File: src/rtl/mdio_master.sv
module mdio_master #(
  parameter int CSEL_W   = 3,
  parameter int PRE_BITS = 32
) (
  input  logic        clk,
  input  logic        rst,
  input  logic        reg_we,
  input  logic        reg_sel,
  input  logic [31:0] reg_wdata,
  output logic [31:0] reg_rdata,
  output logic        mdc,
  output logic        mdio_o,
  output logic        mdio_oe,
  input  logic        mdio_i
);
  localparam int FRAME_W = PRE_BITS + 32;
  localparam int IDX_W   = $clog2(FRAME_W);
  localparam int HALF_W  = 1 << CSEL_W;

  logic              busy, c45, second;
  logic [1:0]        op;
  logic [CSEL_W-1:0] csel;
  logic [4:0]        phy, regf;
  logic [31:0]       data_q, cmd_rd;
  logic [IDX_W-1:0]  bit_idx;
  logic [HALF_W-1:0] div_cnt, half_m1;
  logic [1:0]        st_w, op_w;
  logic [15:0]       payload;
  logic [FRAME_W-1:0] frame;
  logic              addr_phase, rd_frame, released, tick, rise, fall, last, cur_bit;
  logic              unused_bits;

  assign addr_phase = c45 && !second;
  assign rd_frame   = (op == 2'b11) && !addr_phase;
  assign st_w       = c45 ? 2'b00 : 2'b01;
  assign op_w       = addr_phase ? 2'b00 : c45 ? op : (op == 2'b11 ? 2'b10 : 2'b01);
  assign payload    = addr_phase ? data_q[31:16] : data_q[15:0];
  assign frame      = {{PRE_BITS{1'b1}}, st_w, op_w, phy, regf, 2'b10, payload};
  assign cur_bit    = frame[IDX_W'(FRAME_W - 1) - bit_idx];
  assign released   = rd_frame && (bit_idx >= IDX_W'(PRE_BITS + 14));
  assign mdio_oe    = busy && !released;
  assign mdio_o     = mdio_oe && cur_bit;

  assign half_m1 = (HALF_W'(1) << csel) - HALF_W'(1);
  assign tick    = busy && (div_cnt == half_m1);
  assign rise    = tick && !mdc;
  assign fall    = tick && mdc;
  assign last    = bit_idx == IDX_W'(FRAME_W - 1);

  always_comb begin
    cmd_rd             = '0;
    cmd_rd[0]          = busy;
    cmd_rd[1]          = c45;
    cmd_rd[3:2]        = op;
    cmd_rd[8 +: CSEL_W] = csel;
    cmd_rd[20:16]      = phy;
    cmd_rd[25:21]      = regf;
  end
  assign reg_rdata = reg_sel ? data_q : cmd_rd;

  assign unused_bits = ^{reg_wdata[31:26], reg_wdata[15:11], reg_wdata[7:4]};

  always_ff @(posedge clk) begin
    if (rst) begin
      busy    <= 1'b0;
      c45     <= 1'b0;
      second  <= 1'b0;
      op      <= '0;
      csel    <= '0;
      phy     <= '0;
      regf    <= '0;
      data_q  <= '0;
      bit_idx <= '0;
      div_cnt <= '0;
      mdc     <= 1'b0;
    end else if (!busy) begin
      if (reg_we && !reg_sel) begin
        c45     <= reg_wdata[1];
        op      <= reg_wdata[3:2];
        csel    <= reg_wdata[8 +: CSEL_W];
        phy     <= reg_wdata[20:16];
        regf    <= reg_wdata[25:21];
        busy    <= reg_wdata[0] && reg_wdata[2];
        second  <= 1'b0;
        bit_idx <= '0;
        div_cnt <= '0;
        mdc     <= 1'b0;
      end
      if (reg_we && reg_sel) data_q <= reg_wdata;
    end else begin
      div_cnt <= tick ? '0 : div_cnt + HALF_W'(1);
      if (tick) mdc <= !mdc;
      if (rise && rd_frame && bit_idx >= IDX_W'(PRE_BITS + 16))
        data_q[15:0] <= {data_q[14:0], mdio_i};
      if (fall) begin
        if (last) begin
          bit_idx <= '0;
          if (addr_phase) second <= 1'b1;
          else            busy   <= 1'b0;
        end else begin
          bit_idx <= bit_idx + IDX_W'(1);
        end
      end
    end
  end
endmodule

File: config.mk
export PLATFORM = sky130hd
export DESIGN_NAME = mdio_master
export DESIGN_NICKNAME = d
export VERILOG_FILES = /design/src/rtl/mdio_master.sv
export SDC_FILE = /design/constraint.sdc
export NUM_CORES = 1
export LEC_CHECK = 0
export ABC_CLOCK_PERIOD_IN_PS = 2000
export BUFFER_PORTS_ARGS = -buffer_cell sky130_fd_sc_hd__buf_2
export CAP_MARGIN = 40
export CORE_ASPECT_RATIO = 1.25
export CORE_UTILIZATION = 50
export CTS_CLUSTER_DIAMETER = 30
export CTS_CLUSTER_SIZE = 12
export DETAILED_ROUTE_END_ITERATION = 10
export PLACE_DENSITY = 0.87
export SYNTH_ARGS = -nofsm -noshare
export SYNTH_HDL_FRONTEND = slang
export SYNTH_SLANG_ARGS = --single-unit
File: constraint.sdc
create_clock -name clk -period 2 [get_ports clk]
set_input_delay 0.2 -clock clk [delete_from_list [all_inputs] [get_ports clk]]
set_output_delay 0.2 -clock clk [all_outputs]
set_load 0.005 [all_outputs]
==> results of run 1 <==
[worst register-to-register path, cell delays in order (launching register included)]
cell and delay [ns]:
dfxtp_4 0.38, buf_6 0.14, nand3_2 0.07, nand4b_1 0.15, a221oi_4 0.34, buf_6 0.15, nand4_1 0.12, or4_1 0.53
a31oi_1 0.14
[repair_timing]
action | CTS | global route
setup endpoints to repair | 23 | 24
pin swaps | 7 | 21
buffers inserted | 5 | 2
gates resized for setup | 26 | 28
cloned | 0 | 2
[registers in the layout, indices dropped and copies added, names as in the netlist]
name     count
data_q      32
bit_idx      6
div_cnt      8
busy         1
regf         5
csel         3
c45          1
phy          5
mdc          1
second       1
op           2
[routing by layer]
| layer | global-route usage [%] | up-vias | share of wire (%) |
|---|---|---|---|
| li1 | - | 1756 | - |
| met1 | 32.8 | 1756 | 40 |
| met2 | 49.6 | 209 | 49 |
| met3 | 6.64 | 47 | 7.4 |
| met4 | 14.4 | 0 | 4.1 |
| met5 | 0 | - | 0 |
[report_power, final]
group	internal [mW]	switching [mW]
clock	0.675	0.531
combinational	0.253	0.239
sequential	1.34	0.0511
[cells in the final DEF (no fill, tap or decap), types with 5 or more instances in the layout]
| cell type | instances |
|---|---|
| inv_1 | 5 |
| and2_1 | 15 |
| nand2_1 | 73 |
| mux4_2 | 8 |
| mux2i_1 | 21 |
| nand4_1 | 6 |
| a21oi_1 | 41 |
| nor2_1 | 24 |
| nand2b_1 | 6 |
| buf_4 | 56 |
| mux2_2 | 35 |
| clkbuf_8 | 12 |
| buf_6 | 6 |
| buf_2 | 72 |
| dfxtp_1 | 57 |
| nand3_1 | 12 |
| o21ai_0 | 5 |
[final cells by class]
type                       instances  area (µm²)
clock buffer                      12         165
sequential                        65        1320
inverter                           6        27.5
clock inverter                     4        50.0
tap                               90         113
fill                             507        2110
multi-input combinational        325        2380
timing repair buffer             136         893
[worst max-delay path by stage]
stage | endpoint | depth (start not counted)
after global routing | mdio_o | 7
after global placement | mdio_o | 8
after floorplan | mdio_o | 6
after CTS | mdio_o | 7
after detailed placement | mdio_o | 8
final | mdio_o | 7
[per-stage QoR]
step | TNS [ns] | utilization (%)
after CTS | -0.632 | 67.8
final | -1.33 | 70.1
after global routing | -2.80 | 70.1
after detailed placement | -1.99 | 63.3
after floorplan | -0.0451 | -
after global placement | -0.588 | 63.3
[cells by family (layout without fill, tap and decap cells)]
kind of cell	after synthesis	count (layout)	share of synthesized area (%)
muxes	66	66	21.8
and+or+nand+nor	171	171	22.5
AOI/OAI and AO/OA	81	81	13.7
adders and majority gates	2	2	0.678
DFF	65	65	35.3
xor gates and xnor gates	5	5	1.19
buffers and inverters	41	158	4.81
==> qor.csv, run 1 <==
stage,metric,value,unit
placed_design,placed_cells,613,
cells_and_area,diodes,0,
sta,finalHoldViolCount,0,
power,finalPower,3.09,mW
setup_path,crit_path_max_incr_delay,0.50,ns
logic_synthesis,yosysTopAreaCellShare,35.3,%
logic_synthesis,mappedNetlistArea,0.00369,mm²
placed_design,port_buffers,71,
logic_synthesis,synth-seq-cells,65,
sta,rsz0062_at_grt,yes,
logic_synthesis,synth_common_cells,"nand2_1 (73), dfxtp_1 (65), a21oi_1 (44)",
logic_synthesis,yosysSeqAreaShare,35.3,%
setup_path,start_kind,register,
setup_path,crit_family,simple AND/OR/NAND/NOR gates,
min_path,min_from,reg_wdata[28],
cts,clk_latency,0.36,ns
setup_path,worst_r2r_path_depth,8,
cts,cts_tree,yes,
logic_synthesis,synth_flop_cell,dfxtp_1,
drt,drcViolationCount,0,
die,start_util,52.3,%
global_route,grt_antenna_before_repair,0,
global_route,grt-ovfl-total,0,
cts,cts_hold_buffers,0,
die,die_area,0.00773,mm²
power,ir_worst_vdd,0.891,mV
outcome,status,"complete, but fails checks",
drt,wl,11400,µm
setup_path,cp-startpoint,second,
sta,period_needed,2.61,ns
sta,max_freq,384,MHz
die,rows,34,
sta,worst_slew_pin_slew,0.461,ns
placed_design,hpwl,7540,µm
cts,cts_buffer_depth,2,
setup_path,arrival,2.41,ns
logic_synthesis,synthTopCellsByArea,"dfxtp_1 (35%), mux2_2 (11%), nand2_1 (7.4%)",
global_route,grt_pass1_vias,3551,
logic_synthesis,synth_area_per_cell,8.56,µm²
sta,setup_slack,-0.608,ns
drt,dr.pass1.iters,6,
cells_and_area,fin_area,0.00495,mm²
sta,slew_viol_final,0,
min_path,min_to,data_q[28],
sta,period_share,130,%
setup_path,reg2reg_from,csel[2],
cells_and_area,final_cell_count_no_fill,638,
setup_path,regToRegEndpoint,bit_idx[3],
run,max-cap-violations,0,
logic_synthesis,async_flop_share,0,%
cts,numCtsBuffers,9,
power,powerDensity,624,mW/mm²
drt,drt_iter0_markers,284,
cts,clk_pin_slew,0.07,ns
setup_path,crit_chain,"nand2b_4, mux4_2, a221oi_2, a21oi_1, or4_1, o211a_1, buf_2",
global_route,grt_pass1_wl,17100,µm
setup_path,reg2reg_slack,-0.09,ns
logic_synthesis,synth_cells,431,
logic_synthesis,synth.distinct_cells,54,
placed_design,pre_cts_slack,-0.327,ns
drt,vias,3768,
cells_and_area,drive_gt1_share,42.9,%
logic_synthesis,synth_fp_nets,470,
cts,root_buffer,clkbuf_8,
setup_path,criticalPathCategory,register to output pin,
placed_design,dpl_cell_area,0.00447,mm²
global_route,grt.total_usage,28.7,%
min_path,holdPathStages,3,
setup_path,worst-path-buf-inv,1,
outcome,violations,negative setup slack,
die,ios,72,
logic_synthesis,synth_edf_count,0,
die,dieWidth,78.9,µm
logic_synthesis,ys.warnings.count,0,
sta,clock_skew,0.0135,ns
cells_and_area,area_growth,34.1,%
global_route,grt_max_degree,34,
setup_path,worst_ep_required_time,1.80,ns
drt,via_per_inst,5.91,
logic_synthesis,synth_largest_area_cell,dfxtp_1,
placed_design,gp_congestion,0.943,
logic_synthesis,synth.most_common_cell,nand2_1,
cells_and_area,nets,582,
drt,drtAntennaViolNets,0,
sta,timing.hold.ws,0.0857,ns
power,power.leakage,2.15,nW
drt,post_drt_wl_per_cell,17.9,µm
die,die_h,98.1,µm
setup_path,critPathSlowestCell,mux4_2,
min_path,hold_class,input port to register,
sta,setup_viol,21,
die,coreArea,0.00706,mm²
setup_path,cp_max_fo,4,
cts,cts.sinks,65,
sta,maxSlewHeadroom,69.2,%
cts,htree_levels,3,
setup_path,cp-end-kind,output pin,
(Power assumes the default switching activity.)
==> inputs of run 2 (changes only) <==
CTS_CLUSTER_SIZE = unset   (was 12)
PLACE_DENSITY = 0.8   (was 0.87)
==> qor.csv, run 2 (same netlist as run 1, synthesis figures left out) <==
stage,metric,value,unit,change
outcome,status,"complete, but fails checks",,
outcome,violations,negative setup slack,,
run,max-cap-violations,0,,unchanged
cts,root_buffer,clkbuf_8,,
cells_and_area,reg.largest.list,"data_q: 32 flops, div_cnt: 8 flops, bit_idx: 6 flops",,
placed_design,hpwl,7930,µm,+5.2%
drt,wl,12300,µm,+8.1%
drt,via_per_inst,6.10,,+3.3%
global_route,grt_max_degree,38,,+12%
power,power.leakage,2.17,nW,+0.93%
sta,max_freq,377,MHz,-1.6%
setup_path,worst_ep_required_time,1.80,ns,about the same
setup_path,start_kind,register,,
sta,period_needed,2.65,ns,+0.0437 ns
die,die_area,0.00773,mm²,unchanged
sta,period_share,133,%,+2.2 points
sta,worst_slew_pin_slew,0.537,ns,+0.0760 ns
cts,cts.sinks,65,,unchanged
setup_path,criticalPathCategory,register to output pin,,
setup_path,cp_max_fo,4,,unchanged
cts,cts_buffer_depth,2,,unchanged
sta,setup_viol,28,,+33%
drt,vias,3900,,+3.5%
die,die_h,98.1,µm,unchanged
cells_and_area,area_growth,35.0,%,
min_path,hold_class,input port to register,,
cts,htree_levels,3,,unchanged
sta,setup_slack,-0.651,ns,-0.0437 ns
cells_and_area,largest_register_ff_count,32,,unchanged
cts,numCtsBuffers,9,,unchanged
power,powerDensity,657,mW/mm²,+5.3%
setup_path,arrival,2.45,ns,+0.04 ns
die,start_util,52.3,%,unchanged
die,ios,72,,unchanged
sta,slew_viol_final,0,,unchanged
placed_design,port_buffers,71,,unchanged
cells_and_area,final_util,70.6,%,+0.46 points
cts,clk_latency,0.35,ns,about the same
placed_design,gp_congestion,0.938,,-0.49%
min_path,min_from,reg_wdata[28],,
placed_design,pre_cts_slack,-0.262,ns,+0.0650 ns
global_route,grt_pass1_wl,18300,µm,+7.2%
global_route,grt-ovfl-total,0,,unchanged
setup_path,cp-end-kind,output pin,,
sta,rsz0062_at_grt,yes,,
cts,cts_tree,yes,,
cts,clk_pin_slew,0.07,ns,about the same
drt,post_drt_wl_per_cell,19.3,µm,+7.9%
global_route,grt_pass1_vias,3715,,+4.6%
sta,maxSlewHeadroom,64.2,%,-5.0 points
global_route,grt_antenna_before_repair,0,,unchanged
drt,drt_iter0_markers,470,,+65%
drt,dr.pass1.iters,7,,+1
cells_and_area,final_cell_count_no_fill,639,,+0.16%
power,ir_worst_vdd,0.399,mV,-55%
cells_and_area,diodes,0,,unchanged
placed_design,placed_cells,616,,+0.49%
sta,timing.hold.ws,0.0835,ns,-0.00217 ns
drt,drcViolationCount,0,,unchanged
cells_and_area,largest-register,data_q,,
cells_and_area,final_common_cell,nand2_1,,
die,rows,34,,unchanged
cells_and_area,nets,583,,+0.17%
die,dieWidth,78.9,µm,unchanged
setup_path,cp-startpoint,second,,
setup_path,reg2reg_from,csel[1],,
cells_and_area,drive_gt1_share,42.8,%,-0.078 points
drt,drtAntennaViolNets,0,,unchanged
sta,finalHoldViolCount,0,,unchanged
sta,clock_skew,0.00367,ns,-0.00982 ns
die,coreArea,0.00706,mm²,unchanged
global_route,grt.total_usage,31.0,%,+2.3 points
cells_and_area,final_cell_mix,"nand2_1 (73), buf_2 (72), buf_4 (57)",,
power,finalPower,3.28,mW,+6.0%
[run 2: cell count changes in the layout (fill, tap and decap cells not counted), sizes merged]
cell,change
buf,+2
bufinv,+2
clkbuf,-2
clkinvlp,-1
[run 2: final cells by class]
class	count	area, µm²
fillers	529	2080
repair buffers	137	887
inverters	6	27.5
well taps	90	113
flip-flops and latches	65	1320
clock buffers	11	141
clock inverters	5	103
multi-input cells	325	2390
[run 2: metal layers]
layer	part of all wire, %	wire (µm)	vias up	GRT usage (%)
met3	7.3	903	69	6.45
li1	-	-	1752	-
met2	49	6020	277	52.7
met4	6.1	754	0	18.2
met1	38	4670	1802	35.4
met5	0	0	-	0
[run 2: where the power goes]
group	switching (mW)	internal, mW	total [mW]
clock network	0.530	0.860	1.39
logic	0.246	0.246	0.492
registers	0.0528	1.34	1.39
[run 2: worst paths after layout]
kind	to	slack [ns]	depth (start not counted)
setup / recovery	mdio_o	-0.65	7
hold / removal	data_q[28]	0.08	3
setup reg to reg	bit_idx[2]	-0.25	8
hold reg to reg	regf[0]	0.48	2
[run 2: through the flow]
step | instance area (µm²) | setup TNS (ns)
finish | 4980 | -4.56
global route | 4980 | -6.97
CTS | 4810 | -0.650
detailed placement | 4490 | -3.68
global placement | 4490 | -1.58
floorplan | 3720 | -0.0451
[run 2: critical path, cell delays in order, from the launching register on]
cell and delay [ns]:
dfxtp_2 0.33, nand2b_4 0.14, mux4_2 0.51, a221oi_2 0.25, a21oi_1 0.07, or4_1 0.52, o211a_1 0.16, buf_2 0.13
[run 2: timing repair]
item,4_1_cts,5_1_grt
hold buffers,0,0
resized for setup,20,35
endpoints found under the setup margin,26,28
gates cloned,0,1
buffers inserted,3,3
pin swaps,6,11
